## config.mk

```make
export PLATFORM = sky130hd
export DESIGN_NAME = i2c_tgt_top
export DESIGN_NICKNAME = d
export VERILOG_FILES = /design/src/rtl/i2c_tgt_pkg.sv /design/src/rtl/i2c_tgt_sync.sv /design/src/rtl/i2c_tgt_pwrup.sv /design/src/rtl/i2c_tgt_engine.sv /design/src/rtl/i2c_tgt_top.sv
export SDC_FILE = /design/constraint.sdc
export NUM_CORES = 1
export LEC_CHECK = 0
export BUFFER_PORTS_ARGS = -buffer_cell sky130_fd_sc_hd__clkbuf_2
export CORE_MARGIN = 4
export CORE_UTILIZATION = 63
export CTS_CLUSTER_DIAMETER = 100
export DETAILED_ROUTE_END_ITERATION = 10
export GPL_ROUTABILITY_DRIVEN = 0
export GPL_TIMING_DRIVEN = 0
export PLACE_DENSITY = 0.86
export SETUP_SLACK_MARGIN = 0.05
export SYNTH_ARGS = -nofsm -noshare
export SYNTH_HDL_FRONTEND = slang
export SYNTH_SLANG_ARGS = --single-unit
```

## constraint.sdc

```tcl
create_clock -name clk -period 3.21 [get_ports clk]
set_clock_uncertainty 0.15 [all_clocks]
set_input_delay 0.321 -clock clk [delete_from_list [all_inputs] [get_ports clk]]
set_output_delay 0.321 -clock clk [all_outputs]
set_load 0.03 [all_outputs]
```

## src/rtl/i2c_tgt_pkg.sv

```systemverilog
package i2c_tgt_pkg;

    localparam int BYTE_W = 8;
    localparam int BIT_CW = 4;
    localparam logic [6:0] TGT_ID = 7'b0101000;

    typedef enum logic [3:0] {
        ST_IDLE,
        ST_ID,
        ST_ID_ACK,
        ST_ADDR,
        ST_ADDR_ACK,
        ST_WDATA,
        ST_WDATA_ACK,
        ST_RDATA,
        ST_RACK
    } phase_t;

    typedef struct packed {
        logic scl;
        logic sda;
        logic start;
        logic stop;
        logic rise;
        logic fall;
    } bus_ev_t;

    function automatic logic id_match(input logic [BYTE_W-1:0] b);
        return b[BYTE_W-1:1] == TGT_ID;
    endfunction

endpackage

```

## src/rtl/i2c_tgt_sync.sv

```systemverilog
module i2c_tgt_sync
    import i2c_tgt_pkg::*;
#(
    parameter int STAGES = 2
) (
    input  logic    clk,
    input  logic    rst,
    input  logic    scl_i,
    input  logic    sda_i,
    output bus_ev_t ev
);
    logic [STAGES-1:0] scl_q;
    logic [STAGES-1:0] sda_q;
    logic              scl_p;
    logic              sda_p;

    generate
        if (STAGES == 1) begin : g_one
            always_ff @(posedge clk) begin
                if (rst) begin
                    scl_q <= '1;
                    sda_q <= '1;
                end else begin
                    scl_q <= scl_i;
                    sda_q <= sda_i;
                end
            end
        end else begin : g_chain
            always_ff @(posedge clk) begin
                if (rst) begin
                    scl_q <= '1;
                    sda_q <= '1;
                end else begin
                    scl_q <= {scl_q[STAGES-2:0], scl_i};
                    sda_q <= {sda_q[STAGES-2:0], sda_i};
                end
            end
        end
    endgenerate

    always_ff @(posedge clk) begin
        if (rst) begin
            scl_p <= 1'b1;
            sda_p <= 1'b1;
        end else begin
            scl_p <= scl_q[STAGES-1];
            sda_p <= sda_q[STAGES-1];
        end
    end

    always_comb begin
        ev.scl   = scl_q[STAGES-1];
        ev.sda   = sda_q[STAGES-1];
        ev.start = ev.scl & scl_p & sda_p & ~ev.sda;
        ev.stop  = ev.scl & scl_p & ~sda_p & ev.sda;
        ev.rise  = ev.scl & ~scl_p;
        ev.fall  = ~ev.scl & scl_p;
    end
endmodule

```

## src/rtl/i2c_tgt_pwrup.sv

```systemverilog
module i2c_tgt_pwrup #(
    parameter int CYC = 100
) (
    input  logic clk,
    input  logic rst,
    output logic ready
);
    localparam int CW = $clog2(CYC + 1);
    localparam logic [CW-1:0] LAST = CW'(CYC);

    logic [CW-1:0] cnt;

    always_ff @(posedge clk) begin
        if (rst) begin
            cnt   <= '0;
            ready <= 1'b0;
        end else begin
            if (cnt != LAST) cnt <= cnt + 1'b1;
            ready <= (cnt == LAST);
        end
    end
endmodule

```

## src/rtl/i2c_tgt_engine.sv

```systemverilog
module i2c_tgt_engine
    import i2c_tgt_pkg::*;
(
    input  logic              clk,
    input  logic              rst,
    input  bus_ev_t           ev,
    input  logic              start_ok,
    input  logic [BYTE_W-1:0] rdata,
    output logic              oe,
    output logic [BYTE_W-1:0] addr,
    output logic [BYTE_W-1:0] wdata,
    output logic              we,
    output logic              re,
    output logic              tend,
    output logic              twrote
);
    phase_t            state;
    logic [BIT_CW-1:0] bitcnt;
    logic [BYTE_W-1:0] shreg;
    logic              rw;
    logic              nack;
    logic              engaged;
    logic              wrote;

    always_ff @(posedge clk) begin
        if (rst) begin
            state   <= ST_IDLE;
            bitcnt  <= '0;
            shreg   <= '0;
            addr    <= '0;
            wdata   <= '0;
            oe      <= 1'b0;
            we      <= 1'b0;
            re      <= 1'b0;
            tend    <= 1'b0;
            twrote  <= 1'b0;
            rw      <= 1'b0;
            nack    <= 1'b0;
            engaged <= 1'b0;
            wrote   <= 1'b0;
        end else begin
            we     <= 1'b0;
            re     <= 1'b0;
            tend   <= 1'b0;
            twrote <= 1'b0;
            if (ev.stop) begin
                if (engaged) begin
                    tend   <= 1'b1;
                    twrote <= wrote;
                end
                state   <= ST_IDLE;
                engaged <= 1'b0;
                wrote   <= 1'b0;
                oe      <= 1'b0;
            end else if (ev.start && start_ok) begin
                state   <= ST_ID;
                bitcnt  <= '0;
                engaged <= 1'b1;
                oe      <= 1'b0;
            end else begin
                unique case (state)
                    ST_ID, ST_ADDR, ST_WDATA: begin
                        if (ev.rise) begin
                            shreg  <= {shreg[BYTE_W-2:0], ev.sda};
                            bitcnt <= bitcnt + 1'b1;
                        end else if (ev.fall && bitcnt == BIT_CW'(BYTE_W)) begin
                            bitcnt <= '0;
                            if (state == ST_ID) begin
                                if (id_match(shreg)) begin
                                    oe    <= 1'b1;
                                    rw    <= shreg[0];
                                    state <= ST_ID_ACK;
                                end else begin
                                    state   <= ST_IDLE;
                                    engaged <= 1'b0;
                                end
                            end else if (state == ST_ADDR) begin
                                addr  <= shreg;
                                oe    <= 1'b1;
                                state <= ST_ADDR_ACK;
                            end else begin
                                wdata <= shreg;
                                we    <= 1'b1;
                                wrote <= 1'b1;
                                oe    <= 1'b1;
                                state <= ST_WDATA_ACK;
                            end
                        end
                    end
                    ST_ID_ACK: begin
                        if (ev.fall) begin
                            if (rw) begin
                                shreg  <= rdata;
                                oe     <= ~rdata[BYTE_W-1];
                                re     <= 1'b1;
                                bitcnt <= '0;
                                state  <= ST_RDATA;
                            end else begin
                                oe    <= 1'b0;
                                state <= ST_ADDR;
                            end
                        end
                    end
                    ST_ADDR_ACK: begin
                        if (ev.fall) begin
                            oe    <= 1'b0;
                            state <= ST_WDATA;
                        end
                    end
                    ST_WDATA_ACK: begin
                        if (ev.fall) begin
                            oe    <= 1'b0;
                            addr  <= addr + 1'b1;
                            state <= ST_WDATA;
                        end
                    end
                    ST_RDATA: begin
                        if (ev.fall) begin
                            if (bitcnt == BIT_CW'(BYTE_W - 1)) begin
                                oe     <= 1'b0;
                                addr   <= addr + 1'b1;
                                bitcnt <= '0;
                                state  <= ST_RACK;
                            end else begin
                                shreg  <= {shreg[BYTE_W-2:0], 1'b0};
                                oe     <= ~shreg[BYTE_W-2];
                                bitcnt <= bitcnt + 1'b1;
                            end
                        end
                    end
                    ST_RACK: begin
                        if (ev.rise) begin
                            nack <= ev.sda;
                        end else if (ev.fall) begin
                            if (nack) begin
                                state <= ST_IDLE;
                            end else begin
                                shreg  <= rdata;
                                oe     <= ~rdata[BYTE_W-1];
                                re     <= 1'b1;
                                bitcnt <= '0;
                                state  <= ST_RDATA;
                            end
                        end
                    end
                    default: ;
                endcase
            end
        end
    end
endmodule

```

## src/rtl/i2c_tgt_top.sv

```systemverilog
module i2c_tgt_top
    import i2c_tgt_pkg::*;
#(
    parameter int SYNC_STAGES = 2,
    parameter int PWRUP_CYC   = 100
) (
    input  logic       clk,
    input  logic       rst,
    input  logic       scl_i,
    input  logic       sda_i,
    output logic       sda_oe_o,
    input  logic       busy_i,
    output logic [7:0] reg_addr_o,
    output logic [7:0] reg_wdata_o,
    output logic       reg_we_o,
    input  logic [7:0] reg_rdata_i,
    output logic       reg_re_o,
    output logic       txn_end_o,
    output logic       txn_wrote_o
);
    bus_ev_t bus_ev;
    logic    pwr_ready;
    logic    start_ok;

    i2c_tgt_sync #(.STAGES(SYNC_STAGES)) u_sync (
        .clk   (clk),
        .rst   (rst),
        .scl_i (scl_i),
        .sda_i (sda_i),
        .ev    (bus_ev)
    );

    i2c_tgt_pwrup #(.CYC(PWRUP_CYC)) u_pwrup (
        .clk   (clk),
        .rst   (rst),
        .ready (pwr_ready)
    );

    assign start_ok = pwr_ready & ~busy_i;

    i2c_tgt_engine u_eng (
        .clk      (clk),
        .rst      (rst),
        .ev       (bus_ev),
        .start_ok (start_ok),
        .rdata    (reg_rdata_i),
        .oe       (sda_oe_o),
        .addr     (reg_addr_o),
        .wdata    (reg_wdata_o),
        .we       (reg_we_o),
        .re       (reg_re_o),
        .tend     (txn_end_o),
        .twrote   (txn_wrote_o)
    );
endmodule

```

==> metrics <==
status finished clean; YS warnings 0; antenna violations before repair 0; dominant synthesized flop cell dfxtp_1; maxcap violations 0; initial core utilization 0.652; Worst Setup End Kind register; Post-Route WL 8050 µm; delay-heaviest family, CP compound AO/OA/AOI/OAI gates; asr flop ratio synth 0; routed vias/inst 6.48; crit share post-route 0.800; core area 4720 µm²; Yosys top cell area share 0.358; fmax ~0.4 GHz; crit-path max cell delay 0.69 ns; Sinks on Clock Net 55; Worst-Skew Late Latency 0.31 ns; Fin Setup TNS 0 ns; Avg Cell Area, Syn between 8 and 9 µm²; vias in the first global route 2,776; # nets final roughly 420; Pre-antenna DRT Iters 5; Fill cells 394; maximum VDD drop 0.250 mV; postcts setup bufs 0; I/O pins 34; dpl hpwl 5760 µm; Crit path buffers/inverters 1; Seq/Total Area, Yosys 0.358; multi-input logic area 1840 µm²; Syn Nets 382; # hold bufs at CTS 0; number of diodes 0; critical path class reg2reg; slowest CP cell o32ai_1; Die H 77.9 µm; top post-synthesis cells by area dfxtp_1 36%, mux2i_1 6.5%, nor2_1 3.8%; FF/Latch Area 1100 µm²; critical path startpoint category register; crit path max fanout 10; routed length per instance 17.1 µm; post-CTS sizing 0; Req. time, crit path around 3.3 ns; DR iter-0 viols 406; CTS root buf clkbuf_8; synth cell count leaders 55 x dfxtp_1, 31 x nor2_1, 25 x nand2_1, 20 x mux2i_1, 19 x o21ai_0; #FFs+latches synth between 50 and 60; Hold Path Class in2reg; min Tclk post-route approximately 2.6 ns; clock-pin slew on the worst setup and hold paths 0.10 ns; post-synth cell types 66; final setup fails 0; Area Overhead vs Synth 11.4%; layout cell share with drive strength beyond 1 0.156; number of flops mapped to enable cells by yosys 0; # port buffers 33; die width between 70 and 80 µm; die area 6070 µm²; Post-DRT Antenna Nets 0; CTS buffer count 5; Post-Syn Area between 3000 and 4000 µm²; Pleak 1.35 nW; Cells after Synth 364; Global Route Usage Sum 0.276; relative slew slack 0.347; Final Hold Vio Count 0; global-route wire length before repair about 14,000 µm; gr ovfl total 0; num rows 25; top-count cell post-synth dfxtp_1; H-tree depth 2; DRC viols 0; arrival time worst endpoint roughly 2.6 ns; critical path cell sequence ha_1, and3b_1, nor2_1, o32ai_1, clkbuf_1, o21bai_1, o311a_1; routed via count 3,051; PwrDens 349 nW/µm²; Final Slew Violations 0; CTS Buffer Depth 2; TritonCTS clock tree done; area leader, netlist dfxtp_1; Min Hold Slack 0.0478 ns; largest net degree at the start of global routing 16; Slew @ Worst Pin 0.970 ns; RSZ-0062 raised after global routing no
## report_power, final
part / internal [mW] / total (mW) / leakage [nW] / switching, mW
sequential: 0.688 / 0.694 / 0.445 / 0.00566
combinational: 0.0194 / 0.0538 / 0.854 / 0.0344
clock: 0.229 / 0.451 / 0.0513 / 0.222
## routing by layer
metal  GRT usage  part of all wire
met4      0.0944             0.032
met3      0.0499             0.098
met1       0.378              0.42
met2       0.437              0.45
met5           0                 0
## stage by stage
step	setup slack (ns)	utilization	instances	total power, mW	cell area [µm²]
final	0.643	0.726	471	1.20	3430
after global routing	0.399	0.726	471	1.24	3430
after CTS	0.701	0.726	471	1.20	3430
after detailed placement	0.748	0.705	464	0.763	3330
after global placement	0.761	0.705	464	0.760	3330
after floorplan	1.20	-	364	0.741	3080
## sequential cells by signal, summed over array words and instances (netlist names)
name / flops
u_pwrup.cnt: 7
u_sync.scl_q: 2
u_eng.addr: 8
u_eng.shreg: 8
u_eng.we: 1
u_eng.rw: 1
u_eng.bitcnt: 4
u_eng.re: 1
u_eng.wdata: 8
u_pwrup.ready: 1
u_eng.state: 4
u_eng.wrote: 1
u_sync.sda_p: 1
u_eng.twrote: 1
u_eng.oe: 1
u_sync.scl_p: 1
u_eng.nack: 1
u_eng.tend: 1
u_sync.sda_q: 2
u_eng.engaged: 1
## final cells by class
| cell class | instances | share of cell area |
|---|---|---|
| flip-flops and latches | 55 | 0.321 |
| multi-input cells | 276 | 0.537 |
| inverters | 8 | 0.00875 |
| well taps | 67 | 0.0244 |
| plain buffers | 25 | 0.0310 |
| repair buffers | 33 | 0.0481 |
| clock inverters | 1 | 0.00875 |
| clock buffers | 6 | 0.0212 |
## layout by cell type (no fill, tap or decap), types with 8 or more instances in the layout
master / n
dfxtp_1: 55
clkbuf_2: 33
nor2_1: 31
nand2_1: 25
mux2i_1: 20
o21ai_0: 19
a21oi_1: 17
clkbuf_1: 15
nor2b_1: 13
nand3_1: 13
and3_1: 8
o31ai_1: 8
or2_2: 8
## final timing paths
| path | slack (ns) | to | depth (start not counted) | start |
|---|---|---|---|---|
| hold / removal | 0.05 | u_sync.scl_q[0]$_SDFF_PP1_ | 2 | scl_i |
| setup / recovery | 0.64 | u_eng.shreg[7]$_SDFFE_PP0P_ | 7 | u_eng.bitcnt[0]$_SDFFE_PP0P_ |
| setup reg to reg | 0.64 | u_eng.shreg[7]$_SDFFE_PP0P_ | 7 | u_eng.bitcnt[0]$_SDFFE_PP0P_ |
| hold reg to reg | 0.26 | u_sync.sda_q[1]$_SDFF_PP1_ | 1 | u_sync.sda_q[0]$_SDFF_PP1_ |
## cell families after synthesis
kind of cell               synth area share
muxes                                0.0687
AOI/OAI and AO/OA                     0.199
DFF                                   0.358
xor gates and xnor gates             0.0171
adders and majority gates            0.0203
and+or+nand+nor                       0.293
buffers and inverters                0.0443
Power figures use the tool's default switching activity.
